`config.mk`:
```
export PLATFORM = sky130hd
export DESIGN_NAME = intx_ctrl_unit
export DESIGN_NICKNAME = d
export VERILOG_FILES = /design/src/rtl/intx_pkg.sv /design/src/rtl/intx_store.sv /design/src/rtl/intx_status.sv /design/src/rtl/intx_merge.sv /design/src/rtl/intx_ctrl_unit.sv
export SDC_FILE = /design/constraint.sdc
export NUM_CORES = 1
export LEC_CHECK = 0
export BUFFER_PORTS_ARGS = -buffer_cell sky130_fd_sc_hd__buf_4
export CORE_MARGIN = 5
export CORE_UTILIZATION = 43
export CTS_CLUSTER_DIAMETER = 100
export DETAILED_ROUTE_END_ITERATION = 6
export PLACE_DENSITY = 0.78
export SLEW_MARGIN = 0
export SYNTH_ARGS = -nofsm -noshare
export SYNTH_HDL_FRONTEND = slang
export SYNTH_SLANG_ARGS = --single-unit
```
`constraint.sdc`:
```
create_clock -name clk -period 0.8 [get_ports clk]
set_input_delay 0.16 -clock clk [delete_from_list [all_inputs] [get_ports clk]]
set_output_delay 0.16 -clock clk [all_outputs]
set_load 0.005 [all_outputs]
```
`src/rtl/intx_pkg.sv`:
```
// Shared field positions of the INTx control word.
// Assumes a 32-bit word with pending bits above the enables.
package intx_pkg;
    localparam int REG_W    = 32;
    localparam int N_LINES  = 4;
    localparam int STAT_LSB = 28;
    localparam int EN_LSB   = 22;
    localparam int STORE_W  = STAT_LSB;
    localparam int N_LANES  = REG_W / 8;
endpackage

```
`src/rtl/intx_store.sv`:
```
// Byte-lane writable storage for the low bits of the control word.
// Assumes DW <= 8*LANES; bit b belongs to lane b/8.
module intx_store #(
    parameter int DW    = 28,
    parameter int LANES = 4
) (
    input  logic             clk,
    input  logic             rst_n,
    input  logic             wr_en,
    input  logic [LANES-1:0] wr_be,
    input  logic [DW-1:0]    wr_data,
    output logic [DW-1:0]    q
);
    // Store each bit whose lane is enabled; clear on reset.
    always_ff @(posedge clk) begin
        if (!rst_n) begin
            q <= '0;
        end else if (wr_en) begin
            for (int b = 0; b < DW; b++) begin
                if (wr_be[b/8]) q[b] <= wr_data[b];
            end
        end
    end


    lane0_store_chk: assert property (@(posedge clk) disable iff (!rst_n)
        (wr_en && wr_be[0]) |=> (q[7:0] == $past(wr_data[7:0])));

    lane1_hold_chk: assert property (@(posedge clk) disable iff (!rst_n)
        (!wr_en || !wr_be[1]) |=> $stable(q[15:8]));
endmodule

```
`src/rtl/intx_status.sv`:
```
// Sticky per-line pending bits with write-one-to-clear.
// Assumes level lines synchronous to clk; a set from the line wins over a clear.
module intx_status #(
    parameter int N = 4
) (
    input  logic         clk,
    input  logic         rst_n,
    input  logic [N-1:0] lines,
    input  logic [N-1:0] clr,
    output logic [N-1:0] stat
);
    for (genvar i = 0; i < N; i++) begin : g_line
        // Capture the line, otherwise hold unless acknowledged.
        always_ff @(posedge clk) begin
            if (!rst_n)        stat[i] <= 1'b0;
            else if (lines[i]) stat[i] <= 1'b1;
            else if (clr[i])   stat[i] <= 1'b0;
        end


        capture_chk: assert property (@(posedge clk) disable iff (!rst_n)
            lines[i] |=> stat[i]);

        ack_clear_chk: assert property (@(posedge clk) disable iff (!rst_n)
            (clr[i] && !lines[i]) |=> !stat[i]);

        no_spurious_set_chk: assert property (@(posedge clk) disable iff (!rst_n)
            (!stat[i] && !lines[i]) |=> !stat[i]);
    end
endmodule

```
`src/rtl/intx_merge.sv`:
```
// Masks pending bits with enables and ORs them into one request.
// Assumes an enable of one means the line may interrupt.
module intx_merge #(
    parameter int N = 4
) (
    input  logic [N-1:0] stat,
    input  logic [N-1:0] en,
    output logic         req
);
    logic [N:0] chain;
    assign chain[0] = 1'b0;
    for (genvar i = 0; i < N; i++) begin : g_or
        assign chain[i+1] = chain[i] | (stat[i] & en[i]);
    end
    assign req = chain[N];
endmodule

```
`src/rtl/intx_ctrl_unit.sv`:
```
// INTx control word: pending bits 31:28, enables 25:22, storage 27:0.
// Assumes synchronous active-low reset and a combinational read port.
module intx_ctrl_unit
    import intx_pkg::*;
(
    input  logic               clk,
    input  logic               rst_n,
    input  logic               wr_en,
    input  logic [N_LANES-1:0] wr_be,
    input  logic [REG_W-1:0]   wr_data,
    output logic [REG_W-1:0]   rd_data,
    input  logic [N_LINES-1:0] irq_lines,
    output logic               irq_out
);
    localparam int STAT_LANE = STAT_LSB / 8;

    logic [STORE_W-1:0] store_q;
    logic [N_LINES-1:0] stat;
    logic [N_LINES-1:0] clr;
    logic [N_LINES-1:0] en;

    // Acknowledge mask from a write covering the pending bits.
    assign clr = (wr_en && wr_be[STAT_LANE]) ? wr_data[STAT_LSB +: N_LINES] : '0;
    assign en  = store_q[EN_LSB +: N_LINES];

    intx_store #(.DW(STORE_W), .LANES(N_LANES)) i_store (
        .clk(clk), .rst_n(rst_n), .wr_en(wr_en), .wr_be(wr_be),
        .wr_data(wr_data[STORE_W-1:0]), .q(store_q)
    );

    intx_status #(.N(N_LINES)) i_status (
        .clk(clk), .rst_n(rst_n), .lines(irq_lines), .clr(clr), .stat(stat)
    );

    intx_merge #(.N(N_LINES)) i_merge (
        .stat(stat), .en(en), .req(irq_out)
    );

    assign rd_data = {stat, store_q};


    reset_quiet_chk: assert property (@(posedge clk)
        !rst_n |=> (rd_data == '0));

    masked_quiet_chk: assert property (@(posedge clk) disable iff (!rst_n)
        (rd_data[EN_LSB +: N_LINES] == '0) |-> !irq_out);
endmodule

```
### Yosys cells after proc, flatten, opt, wreduce, memory -nomap -nowiden

Index checks and enable logic that the tools add are counted.

* output and inout bits: 33
* bits in registers: 32

* mux-type cells: 9
* reduce and logical (&&, ||, !) cells: 9
* bitwise gates (word level): 7

Operators with widths (count)
* 2-to-1 mux 1 bit: 8
* AND reduction 2 bit: 4
* nonzero test 2 bit: 4
* bitwise AND 1 bit: 4
* 2-to-1 mux 4 bit: 1
* bitwise OR 1 bit: 3
* logical AND 1 bit: 1

### Depth between registers and ports, before layout

Gate-level depths: netlist of run 1.

* depth in word-level cells: 4
* depth in mapped cells: 4
* depth with buffers taken out: 2

### Modules after synthesis

A second synthesis of run 1 with hierarchy kept.

* cells, all modules: 150
* area, all modules: 1383.8 um2

Modules (own cells, without submodules)
* intx_store: sequential area each 560.5 um2, times used 1, area an instance 1174.9 um2, cells each 131
* intx_status: sequential area each 80.1 um2, times used 1, area an instance 165.2 um2, cells each 12
* intx_ctrl_unit: sequential area each 0.0 um2, times used 1, area an instance 25.0 um2, cells each 4
* intx_merge: sequential area each 0.0 um2, times used 1, area an instance 18.8 um2, cells each 3

### Worst setup path after synthesis of run 1

No wires, ideal clock.

* kind: reg2out
* start: reg i_store.q[23]
* end: out irq_out
* arrival time: 559 ps
* slack: 81 ps
* stages on the path, launching flop included: 3
* cell sequence: dfxtp_1 a22oi_1 nand2_1

* longest elaborated chain between the ends: 4

RTL lines
* from (decl): line intx_store.sv:12 `output logic [DW-1:0] q`
* from (signal, indexed assignment): line intx_store.sv:20 `if (wr_be[b/8]) q[b] <= wr_data[b];`
* bitwise AND 1 bit: line intx_merge.sv:13 `assign chain[i+1] = chain[i] | (stat[i] & en[i]);`
* bitwise OR 1 bit (3 in a row): line intx_merge.sv:13
* to (decl): line intx_ctrl_unit.sv:13 `output logic irq_out`

No other way between the ends.

### Worst setup path in the final report of run 1

* start: reg i_status.stat[0]
* end: out irq_out

* longest elaborated chain between the ends: 4

RTL lines
* from (decl): line intx_status.sv:10 `output logic [N-1:0] stat`
* from (signal, indexed assignment): line intx_status.sv:15 `if (!rst_n) stat[i] <= 1'b0;`
* from (signal, indexed assignment): line intx_status.sv:16 `else if (lines[i]) stat[i] <= 1'b1;`
* from (signal, indexed assignment): line intx_status.sv:17 `else if (clr[i]) stat[i] <= 1'b0;`
* bitwise AND 1 bit: line intx_merge.sv:13
* bitwise OR 1 bit (3 in a row): line intx_merge.sv:13

No other way between the ends.

==> results.yml, run 1 <==
worst_setup_path:
  worst-path-max-fanout: 2
  critical_path.reg2reg.startpoint: "i_status.stat[3]$_SDFFE_PN0P_"
  cpMaxStageDelayCell: "dfxtp_2"
  cp_cell_instances: "a22oi_2 > nand2_1 > buf_6"
  cp_max_stage_delay_ns: 0.34
  end_kind: "primary output"
  crit_type: "reg2out"
  start_kind: "register"
  worstSetupStartpoint: "i_status.stat[0]$_SDFFE_PN0P_"
  arrival_ns: 1.06
  worstPathRequired_ns: 0.64
hold_path:
  holdCritStartpoint: "wr_data[31]"
  holdCritPathClass: "in2reg"
die:
  pin_count: 76
  placeableCoreArea_um2: 3030
  floorplan.initialDensity_pct: 44.2
  core.rowCount: 20
  fp.dieH_um: 65.8
  die_w_um: 65.8
  die_area_um2: 4330
logic_synthesis:
  synth_seq_area_share_pct: 47.9
  synth.avg_cell_area_um2: 8.80
  syn_nets: 195
  syn-instance-count: 152
  synth.distinct_cells: 13
  yosys_warnings: 0
  synth_seq_cells: 32
  netlist_area_um2: 1340
timing:
  finalClockSkew_ns: 0
  relSlewSlack_pct: 63.3
  period_needed_ns: 1.22
  final.setup.worst_slack_ns: -0.418
  timing.final.setup_violations: 34
  timing.final.max_slew_violations: 0
  final_hold_viol_count: 0
  timing.setup.tns_ns: -5.19
  max_clock_freq_mhz: 821
  setup_repair_after_global_routing_missed_its_margin: "yes"
  measured_slew_at_the_worst_slew_check_pin_ns: 0.550
  finalCritPeriodShare_pct: 152
route:
  drt_iter0_markers: 139
  detail_route.drc_violations: 0
  ant_nets: 0
  first_pass_detailed_route_iteration_total: 4
  routed_vias: 1423
  viasPerCell: 5.01
  detail_route.wl_per_cell_um: 14.1
  totalWireLength_mm: 4.00
placement:
  detailedPlacementHpwl_mm: 2.70
  dpl_cell_area_um2: 1930
  place.port_buffers: 75
  gp_congestion: 0.737
clock_network:
  clk_pin_slew_worst_paths_ns: 0.10
  clk-insertion-delay-late_ns: 0.32
  cts_htree_levels: 2
  cts-buffers-inserted: 5
  cts_tree: "done"
  clockBufferDepth: 2
  cts_root_buf: "clkbuf_4"
  sink_count_of_the_clock_tree: 32
power:
  sequentialPowerShare_pct: 51.7
  total_power_divided_by_cell_area_nw_per_um2: 1510
  intPower_mw: 2.55
  fraction_of_power_consumed_by_combinational_cells_pct: 20.5
  total_switching_power_mw: 0.839
  leakage_nw: 0.987
  power_frac_clock_pct: 27.8
  vdd_ir_drop_max_mv: 0.881
  post-layout-total-power_mw: 3.39
  power.share.switching_pct: 24.7
layout:
  nets: 282
  fillerInstances: 222
  post-route-cell-area_um2: 2240
  syn_to_final_growth_pct: 67.6
  final-seq-area_um2: 681
  mostFrequentLayoutCells: "56 x buf_4, 40 x buf_6, 32 x dfxtp_2"
  final_common_cell: "buf_4"
  antennaDiodeCount: 0
  post_route_cells_drive_above_1_share_pct: 60.4
  multi_input_gate_area_in_the_final_layout_um2: 552
global_routing:
  pin_count_of_the_biggest_net_entering_global_routing: 61
  globalRouteTotalUtil_pct: 19.0
  antenna_found_initial: 0
  globalRouteOverflowTotal: 0
  global_route_wire_length_before_repair_mm: 6.35
  grt_pass1_vias: 1381
status:
  status: "finished with violations"
  violations_in_the_final_reports: "setup timing"
flow_run:
  maxCapViolations: 0
-- sequential cells by signal (all words and copies together), names as in the netlist --
signal / flops
i_status.stat: 4
i_store.q: 28
-- per-stage QoR --
step / utilization (%) / setup slack [ns] / hold slack, ns / instances
2_1_floorplan: - / 0.0813 / 0.268 / 152
3_3_place_gp: 63.6 / -0.147 / 0.356 / 269
3_5_place_dp: 63.6 / -0.172 / 0.360 / 269
4_1_cts: 72.1 / -0.409 / 0.000629 / 279
5_1_grt: 74.0 / -0.499 / 0.00150 / 284
6_report: 74.0 / -0.418 / 0.00599 / 284
-- Yosys cell counts, drive strengths merged --
master / instances / area share [%]
and2: 4 / 1.9
inv: 4 / 1.1
nand4: 28 / 13
a22oi: 2 / 1.1
buf: 16 / 10
nand2: 29 / 8.1
dfxtp: 32 / 48
o21ai: 32 / 14
a31oi: 4 / 1.9
clkbuf: 1 / 0.56
-- worst max-delay path: cells and delay by family (launching register included) --
kind / cells / cell delay [ns]
flops: 1 / 0.34
compound gates: 1 / 0.19
simple gates: 1 / 0.09
buf+inv: 1 / 0.12
-- power groups by stage --
| stage | logic (mW) | clock network (mW) | registers (mW) |
|---|---|---|---|
| floorplan | 0.239 | 0 | 1.77 |
| global placement | 0.578 | 0 | 1.76 |
| detailed placement | 0.586 | 0 | 1.76 |
| CTS | 0.656 | 0.968 | 1.75 |
| global route | 0.753 | 1.05 | 1.77 |
| finish | 0.695 | 0.943 | 1.76 |
-- final timing paths --
| kind | end | slack, ns | cells after the start |
|---|---|---|---|
| worst max-delay path | irq_out | -0.42 | 3 |
| worst min-delay path | i_status.stat[3]$_SDFFE_PN0P_ | 0.006 | 2 |
| worst max register to register | i_status.stat[3]$_SDFFE_PN0P_ | -0.01 | 4 |
| worst min register to register | i_store.q[8]$_SDFFE_PN0P_ | 0.46 | 2 |
-- layout make-up --
class / count / share of cell area [%]
Timing Repair Buffer: 97 / 39.3
Sequential cell: 32 / 30.4
Multi-Input combinational cell: 99 / 24.6
Clock buffer: 8 / 2.62
Inverter: 4 / 0.670
Tap cell: 44 / 2.46
-- metal layers --
layer | up-vias | wire (um) | track usage, %
met5 | - | 0 | 0
met4 | 0 | 13 | 6.22
met3 | 2 | 343 | 6.29
met2 | 59 | 2010 | 32.0
met1 | 646 | 1640 | 22.6
li1 | 716 | - | -
-- cell families (layout without fill, tap and decap cells) --
kind of cell           count (synthesis)  after routing  synth area share (%)
buffers and inverters                 21            109                  11.8
AOI/OAI and AO/OA                     38             38                  17.2
and+or+nand+nor                       61             61                  23.1
DFF                                   32             32                  47.9
-- repair_timing --
| action | CTS | global route |
|---|---|---|
| hold endpoints to repair | 0 | 1 |
| hold buffers | 0 | 1 |
| setup endpoints to repair | 33 | 33 |
| buffers inserted | 2 | 7 |
| resized for setup | 70 | 7 |
| pin swaps | 2 | 2 |
Note: power is estimated with default switching activity, not from simulation.
==> run 2, diff against run 1 <==
--- a/config.mk
+++ b/config.mk
@@ -11,7 +11,9 @@
 export CTS_CLUSTER_DIAMETER = 100
 export DETAILED_ROUTE_END_ITERATION = 6
 export PLACE_DENSITY = 0.78
+export RECOVER_POWER = 100
 export SLEW_MARGIN = 0
 export SYNTH_ARGS = -nofsm -noshare
 export SYNTH_HDL_FRONTEND = slang
 export SYNTH_SLANG_ARGS = --single-unit
+export TNS_END_PERCENT = 20
==> run 2 against run 1 <==
The run still ends with setup timing left. Cell count down 1.8%. Clock power about the same. Sequential power is essentially flat. Largest cell class unchanged. Via count shrank 1.5%. Maximum frequency down 0.18%. Worst hold slack improved by 0.0047 ns. Sequential share of layout area grew 1.1 points.
==> results.yml, run 2 (synthesis results as in run 1) <==
worst_setup_path:
  cp_max_stage_delay_ns: 0.34
  cpMaxStageDelayCell: "dfxtp_2"
  start_kind: "register"
  worstPathRequired_ns: 0.64
  worstSetupStartpoint: "i_status.stat[0]$_SDFFE_PN0P_"
  crit_type: "reg2out"
  cp_cell_instances: "a22oi_2 > nand2_1 > buf_6"
  critical-path-top-delay-family: "flip-flops"
  critical_path.reg2reg.startpoint: "i_status.stat[3]$_SDFFE_PN0P_"
  worst-path-max-fanout: 2
  arrival_ns: 1.06
  end_kind: "primary output"
  critical_path_buf_inv_count: 1
power:
  leakage_nw: 0.939
  power.share.switching_pct: 24.4
  power_frac_clock_pct: 28.1
  vdd_ir_drop_max_mv: 0.846
  total_power_divided_by_cell_area_nw_per_um2: 1550
  total_switching_power_mw: 0.817
  sequentialPowerShare_pct: 52.5
  fraction_of_power_consumed_by_combinational_cells_pct: 19.3
  intPower_mw: 2.52
route:
  highest_layer: "met4"
  detailroute.wirelength.met3_um: 345
  route.layer.met1.wl_mm: 1.61
  ant_nets: 0
  first_pass_detailed_route_iteration_total: 4
  routed_vias: 1401
  viasPerCell: 5.02
  detail_route.drc_violations: 0
  detail_route.wl_per_cell_um: 14.0
  drt_iter0_markers: 175
  totalWireLength_mm: 3.91
  routed-wl-met2_mm: 1.94
placement:
  gp_congestion: 0.737
  place.port_buffers: 75
  dp_slack_ns: -0.172
  detailedPlacementHpwl_mm: 2.70
die:
  die_w_um: 65.8
  die_area_um2: 4330
  core.rowCount: 20
  pin_count: 76
  floorplan.initialDensity_pct: 44.2
  fp.dieH_um: 65.8
  placeableCoreArea_um2: 3030
layout:
  final_common_cell: "buf_4"
  largestRegisters: "i_store.q: 28 flops, i_status.stat: 4 flops"
  post_route_cells_drive_above_1_share_pct: 54.9
  fillerInstances: 231
  max_reg_flops: 28
  mostFrequentLayoutCells: "53 x buf_4, 37 x buf_6, 30 x dfxtp_2"
  antennaDiodeCount: 0
  largest-register: "i_store.q"
  syn_to_final_growth_pct: 61.3
  nets: 277
timing:
  finalCritPeriodShare_pct: 153
  setup_repair_after_global_routing_missed_its_margin: "yes"
  final.setup.worst_slack_ns: -0.420
  timing.final.setup_violations: 34
  relSlewSlack_pct: 61.5
  timing.setup.tns_ns: -5.20
  period_needed_ns: 1.22
  timing.final.max_slew_violations: 0
  max_clock_freq_mhz: 819
  measured_slew_at_the_worst_slew_check_pin_ns: 0.577
  final_hold_viol_count: 0
  finalClockSkew_ns: 0
status:
  violations_in_the_final_reports: "setup timing"
  status: "finished with violations"
clock_network:
  clk-insertion-delay-late_ns: 0.32
  cts_htree_levels: 2
  sink_count_of_the_clock_tree: 32
  cts_root_buf: "clkbuf_4"
  clk_pin_slew_worst_paths_ns: 0.10
  cts-buffers-inserted: 5
  cts_tree: "done"
  clockBufferDepth: 2
flow_run:
  maxCapViolations: 0
global_routing:
  globalRouteOverflowTotal: 0
  globalRouteTotalUtil_pct: 18.7
  antenna_found_initial: 0
  pin_count_of_the_biggest_net_entering_global_routing: 61
  grt_pass1_vias: 1364
  global_route_wire_length_before_repair_mm: 6.24
hold_path:
  holdCritStartpoint: "wr_data[31]"
  holdCritPathClass: "in2reg"
[run 2: cell types whose count changed in the layout (fill, tap and decap cells not counted)]
cell,before,now
o21ai_0,0,18
o21ai_1,22,13
o21ai_2,10,1
buf_4,56,53
buf_6,40,37
dfxtp_1,0,2
dfxtp_2,32,30
clkbuf_4,5,6
[run 2: area by class of cell]
type,instances,area (um2),share of cell area (%)
sequential,32,678,31.4
tap,44,55.1,2.55
timing repair buffer,92,832,38.6
multi-input combinational,99,518,24.0
clock buffer,8,58.8,2.73
inverter,4,15.0,0.696
[run 2: path summary, 6_finish.rpt]
kind | slack, ns | depth (start not counted) | to
min reg2reg | 0.46 | 2 | i_store.q[27]$_SDFFE_PN0N_
max | -0.42 | 3 | irq_out
max reg2reg | -0.02 | 4 | i_status.stat[3]$_SDFFE_PN0P_
min | 0.01 | 2 | i_status.stat[3]$_SDFFE_PN0P_
[run 2: power groups by stage]
stage          clock network (mW)  logic, mW  registers (mW)
6_report                    0.941      0.646            1.76
3_5_place_dp                    0      0.586            1.76
2_1_floorplan                   0      0.239            1.77
3_3_place_gp                    0      0.578            1.76
4_1_cts                     0.968      0.630            1.74
5_1_grt                      1.06      0.703            1.77
[run 2: repair_timing]
item                                    CTS  global route
resized for setup                        47            23
pin swaps                                 2             1
endpoints found under the setup margin   33            33
hold buffers                              0             1
buffers inserted                          0             3
hold endpoints to repair                  0             1
[run 2: metrics by stage]
| stage | power [mW] | cell area [um2] | utilization (%) | std cells | hold WS [ns] |
|---|---|---|---|---|---|
| after floorplan | 2.00 | 1340 | - | 152 | 0.268 |
| after global placement | 2.34 | 1930 | 63.6 | 269 | 0.356 |
| after detailed placement | 2.34 | 1930 | 63.6 | 269 | 0.360 |
| after CTS | 3.34 | 2110 | 69.7 | 277 | 0.000629 |
| after global routing | 3.53 | 2160 | 71.2 | 279 | 0.00153 |
| final | 3.34 | 2160 | 71.2 | 279 | 0.0107 |
[run 2: routing by layer]
metal,up-vias,GRT usage [%]
met3,2,6.63
met1,628,22.9
met4,0,6.22
li1,706,-
met5,-,0
met2,65,30.3
